$ cat config.mk
export PLATFORM = sky130hd
export DESIGN_NAME = spi_frame_decoder
export DESIGN_NICKNAME = d
export VERILOG_FILES = /design/src/rtl/spi_frame_decoder.sv
export SDC_FILE = /design/constraint.sdc
export NUM_CORES = 1
export LEC_CHECK = 0
export BUFFER_PORTS_ARGS = -buffer_cell sky130_fd_sc_hd__buf_2
export CORE_MARGIN = 2
export CORE_UTILIZATION = 45
export CTS_CLUSTER_DIAMETER = 200
export DETAILED_ROUTE_END_ITERATION = 10
export GPL_TIMING_DRIVEN = 0
export PLACE_DENSITY = 0.66
export SYNTH_ARGS = -nofsm -noshare
export SYNTH_HDL_FRONTEND = slang
export SYNTH_SLANG_ARGS = --single-unit
$ cat constraint.sdc
create_clock -name clk -period 2.7 [get_ports clk]
set_clock_uncertainty 0.05 [all_clocks]
set_input_delay 0.675 -clock clk [delete_from_list [all_inputs] [get_ports clk]]
set_output_delay 0.675 -clock clk [all_outputs]
set_load 0.005 [all_outputs]
$ cat src/rtl/spi_frame_decoder.sv
module spi_frame_decoder #(
  parameter logic [3:0] DEV_TYPE = 4'b0101,
  parameter int DW = 6
) (
  input  logic          clk,
  input  logic          rst_n,
  input  logic          cs_n,
  input  logic          sck,
  input  logic          si,
  input  logic          hold_n,
  input  logic [1:0]    dev_addr,
  output logic          so_d,
  output logic          so_en,
  output logic          cmd_stb,
  output logic [3:0]    cmd_op,
  output logic [1:0]    cmd_reg,
  output logic [1:0]    cmd_unit,
  output logic [DW-1:0] wr_data,
  output logic          rd_req,
  input  logic [DW-1:0] rd_data,
  output logic          step_stb,
  output logic          step_up
);
  localparam int BW  = 8;
  localparam int PAD = BW - DW;

  typedef enum logic [2:0] {PH_ID, PH_INS, PH_DATA, PH_STEP, PH_END, PH_DROP} phase_t;

  phase_t        phase;
  logic          cs_q, sck_q, active, held, is_rd, commit, so_q;
  logic [2:0]    bitn;
  logic [BW-1:0] sh, out_sh;
  logic [3:0]    op_q;
  logic [1:0]    reg_q, unit_q;
  logic [DW-1:0] wd_q;

  logic          cs_fall, cs_rise, live, sck_rise, sck_fall, id_ok;
  logic [BW-1:0] sh_nx;
  logic [3:0]    new_op;
  logic          op_xfer, op_wr, op_rd, op_step;

  assign cs_fall  = ~cs_n & cs_q;
  assign cs_rise  = cs_n & ~cs_q;
  assign live     = active & ~cs_n & ~held;
  assign sck_rise = live & sck & ~sck_q;
  assign sck_fall = live & ~sck & sck_q;
  assign sh_nx    = {sh[BW-2:0], si};
  assign id_ok    = (sh_nx == {DEV_TYPE, 2'b00, dev_addr});
  assign new_op   = sh_nx[7:4];
  assign op_xfer  = new_op inside {4'b1101, 4'b1110, 4'b0001, 4'b1000};
  assign op_wr    = new_op inside {4'b1010, 4'b1100};
  assign op_rd    = new_op inside {4'b1001, 4'b1011, 4'b0101};
  assign op_step  = (new_op == 4'b0010);

  assign so_d     = so_q;
  assign so_en    = live & is_rd & (phase == PH_DATA);
  assign cmd_op   = op_q;
  assign cmd_reg  = reg_q;
  assign cmd_unit = unit_q;
  assign wr_data  = wd_q;

  always_ff @(posedge clk or negedge rst_n) begin
    if (!rst_n) begin
      cs_q     <= 1'b0;
      sck_q    <= 1'b0;
      active   <= 1'b0;
      held     <= 1'b0;
      phase    <= PH_ID;
      bitn     <= '0;
      sh       <= '0;
      out_sh   <= '0;
      so_q     <= 1'b0;
      is_rd    <= 1'b0;
      commit   <= 1'b0;
      op_q     <= '0;
      reg_q    <= '0;
      unit_q   <= '0;
      wd_q     <= '0;
      cmd_stb  <= 1'b0;
      rd_req   <= 1'b0;
      step_stb <= 1'b0;
      step_up  <= 1'b0;
    end else begin
      cs_q     <= cs_n;
      sck_q    <= sck;
      cmd_stb  <= 1'b0;
      rd_req   <= 1'b0;
      step_stb <= 1'b0;
      if (!sck) held <= ~hold_n;

      if (cs_fall) begin
        active <= 1'b1;
        phase  <= PH_ID;
        bitn   <= '0;
        commit <= 1'b0;
        is_rd  <= 1'b0;
      end else if (cs_rise) begin
        cmd_stb <= active & commit;
        active  <= 1'b0;
        phase   <= PH_ID;
        bitn    <= '0;
        commit  <= 1'b0;
        is_rd   <= 1'b0;
      end else begin
        if (rd_req) out_sh <= {{PAD{1'b0}}, rd_data};
        if (sck_rise) begin
          sh   <= sh_nx;
          bitn <= bitn + 3'd1;
          case (phase)
            PH_ID:
              if (bitn == 3'd7) phase <= id_ok ? PH_INS : PH_DROP;
            PH_INS:
              if (bitn == 3'd7) begin
                op_q   <= new_op;
                reg_q  <= sh_nx[3:2];
                unit_q <= sh_nx[1:0];
                if (op_xfer) begin
                  phase  <= PH_END;
                  commit <= 1'b1;
                end else if (op_wr) begin
                  phase <= PH_DATA;
                end else if (op_rd) begin
                  phase  <= PH_DATA;
                  is_rd  <= 1'b1;
                  rd_req <= 1'b1;
                end else if (op_step) begin
                  phase <= PH_STEP;
                end else begin
                  phase <= PH_DROP;
                end
              end
            PH_DATA:
              if (bitn == 3'd7) begin
                phase <= PH_END;
                if (!is_rd) begin
                  wd_q   <= sh_nx[DW-1:0];
                  commit <= 1'b1;
                end
              end
            PH_STEP: begin
              step_stb <= 1'b1;
              step_up  <= si;
            end
            default: ;
          endcase
        end
        if (sck_fall && is_rd && phase == PH_DATA) begin
          so_q   <= out_sh[BW-1];
          out_sh <= {out_sh[BW-2:0], 1'b0};
        end
      end
    end
  end
endmodule

==> impl_metrics.json <==
{
  "design_area_mm2": 0.002472,
  "avgRoutedWirePerCell_um": 14.13,
  "avgViaCountPerCell": 5.439,
  "cp-startpoint": "cs_n",
  "rsz0062_at_grt": "no",
  "cellLeakagePower_nw": 1.261,
  "synth_edf_count": 0,
  "place_congestion": 0.8477,
  "dpl.hpwl_um": 2819,
  "cts_made_buffers": 5,
  "utilization_pct": 53.05,
  "dp.cells": 277,
  "syn_area_mm2": 0.002148,
  "grt_pass1_wl_um": 6837,
  "drt_iter0_markers": 46,
  "largest_reg_flops": 8,
  "synth-seq-area-share_pct": 53.58,
  "diodes": 0,
  "stdcell_count": 285,
  "synth.most_common_cell": "dfrtp_1",
  "synth.distinct_cells": 45,
  "worstSetupStartpointType": "primary input",
  "slew_viol_final": 0,
  "worst-setup-path-type": "in -> reg",
  "grt_pass1_vias": 1477,
  "cts_max_path_buffers": 2,
  "area_growth_pct": 15.08,
  "drc": 0,
  "slew_headroom_pct": 34.56,
  "period_needed_ps": 2506,
  "finalWirelength_um": 4028,
  "clk_pin_slew_ps": 80,
  "cts_root_buf": "clkbuf_8",
  "path_max_fanout": 8,
  "r2r_start": "cs_q",
  "outcome": "finished, final reports clean",
  "cts_tree": "done",
  "regMostFlops": "out_sh",
  "port_buffers": 33,
  "worst_pin_slew_ps": 981.5,
  "min_path_type": "reg -> reg",
  "drt_pass1_iterations": 4,
  "cts_resized": 0,
  "grt.total_usage_pct": 16.77,
  "drive_gt1_share_pct": 30.30,
  "ios": 34,
  "synth_fp_nets": 208,
  "multi_input_area_um2": 922.1,
  "setup_violations": 0,
  "timing.hold.worst.start": "cmd_op[0]",
  "max_cap_violations": 0,
  "whs_ps": 424.7,
  "synth_seq_cells": 46,
  "die_w_um": 73.10,
  "netlist_top_cells_area": "dfrtp_1, mux2_2, mux2_4",
  "vias": 1550,
  "post-route-period-util_pct": 92.80,
  "synth_top_area_cell": "dfrtp_1",
  "cp.arrival_ps": 2640,
  "r2r_cells": 6,
  "clock_latency_ps": 290,
  "clock_sinks": 46,
  "peakVddDrop_v": 0.0003878,
  "power_density_mw_per_mm2": 624.1,
  "finalNetCount": 248,
  "grt_max_degree": 47,
  "avgSynthCellArea_um2": 11.31,
  "die_y_um": 73.10,
  "hold_violations": 0,
  "dpl_cell_area_mm2": 0.002381,
  "ys_async_sr_fraction_pct": 100.0,
  "post-cts-setup-buffers": 0,
  "regArea_mm2": 0.001151,
  "postSynthCellCount": 190,
  "required_ps": 2830,
  "core-area_mm2": 0.004661,
  "fill_cells": 427,
  "yosysTopAreaCellShare_pct": 53.58,
  "fin_tns_setup_ps": 0,
  "crit_path_end_kind": "register",
  "synth.top_cells.by_count": "dfrtp_1, nand2_1, mux2_2",
  "antenna_found_initial": 0,
  "h-tree-depth": 2,
  "whs_path_depth": 2,
  "start_util_pct": 46.09,
  "synth_ff_type": "dfrtp_1",
  "gr-total-overflow": 0,
  "rows": 25,
  "dieArea_mm2": 0.005343,
  "postCtsHoldBufs": 0,
  "antenna_left": 0,
  "yosys_warnings": 0,
  "fmax_ghz": 0.3991
}
-- path summary, 6_finish.rpt --
kind                               to  slack, ps
max                        wr_data[2]        190
min                         cmd_op[0]        420
max reg2reg                wr_data[2]        370
min reg2reg                 cmd_op[0]        420
max in group asynchronous      rd_req       1510
min in group asynchronous      commit        500
-- layout by cell type (no fill, tap or decap), drive strengths merged, types with 3 or more instances in the layout --
cell type   n
mux2       20
inv         6
nand2      17
nor2       12
dfrtp      46
clkbuf     12
a21oi      10
ha          4
o22ai       6
o21ai      11
buf        38
a32o        3
nor3b       3
o21a        3
nand3       8
-- per-stage QoR --
stage | setup slack (ps) | total power [mW]
after global routing | 95.66 | 1.636
after global placement | -112.1 | 1.122
after floorplan | 318.8 | 1.039
final | 194.4 | 1.543
after detailed placement | -119.6 | 1.128
after CTS | 189.5 | 1.555
-- logic make-up after synthesis --
family,count (synthesis),share of synthesized area [%]
fa+ha+maj,4,2.330
flops,46,53.58
xor+xnor,4,1.631
compound gates,41,12.17
simple gates,57,14.50
buf+inv,16,3.494
mux,22,12.29
-- power by group --
group          internal, mW  switching (mW)
registers             0.746          0.0394
clock network         0.207           0.218
logic                 0.136           0.198
total                  1.09           0.455
-- layout make-up --
type                       instances  area share, %
inverter                           6         0.9109
tap                               54          2.733
multi-input combinational        128          37.30
sequential                        46          46.56
timing repair buffer              33          6.680
clock buffer                       7          3.492
clock inverter                     1         0.2024
buffer                            10          2.126
-- routing by layer --
metal / part of all wire (%) / vias to the layer above / global-route usage (%)
met5: 0 / - / 0
met1: 47 / 749 / 21.94
met3: 3.9 / 7 / 4.144
met4: 1.6 / 0 / 6.173
li1: - / 763 / -
met2: 47 / 31 / 26.93
-- critical path: stages --
cell	delay, ps
buf_2	120
inv_1	50
ha_1	220
nor2_1	430
nand2_1	160
or4_1	480
buf_4	190
mux2_4	300
(Power assumes the default switching activity.)
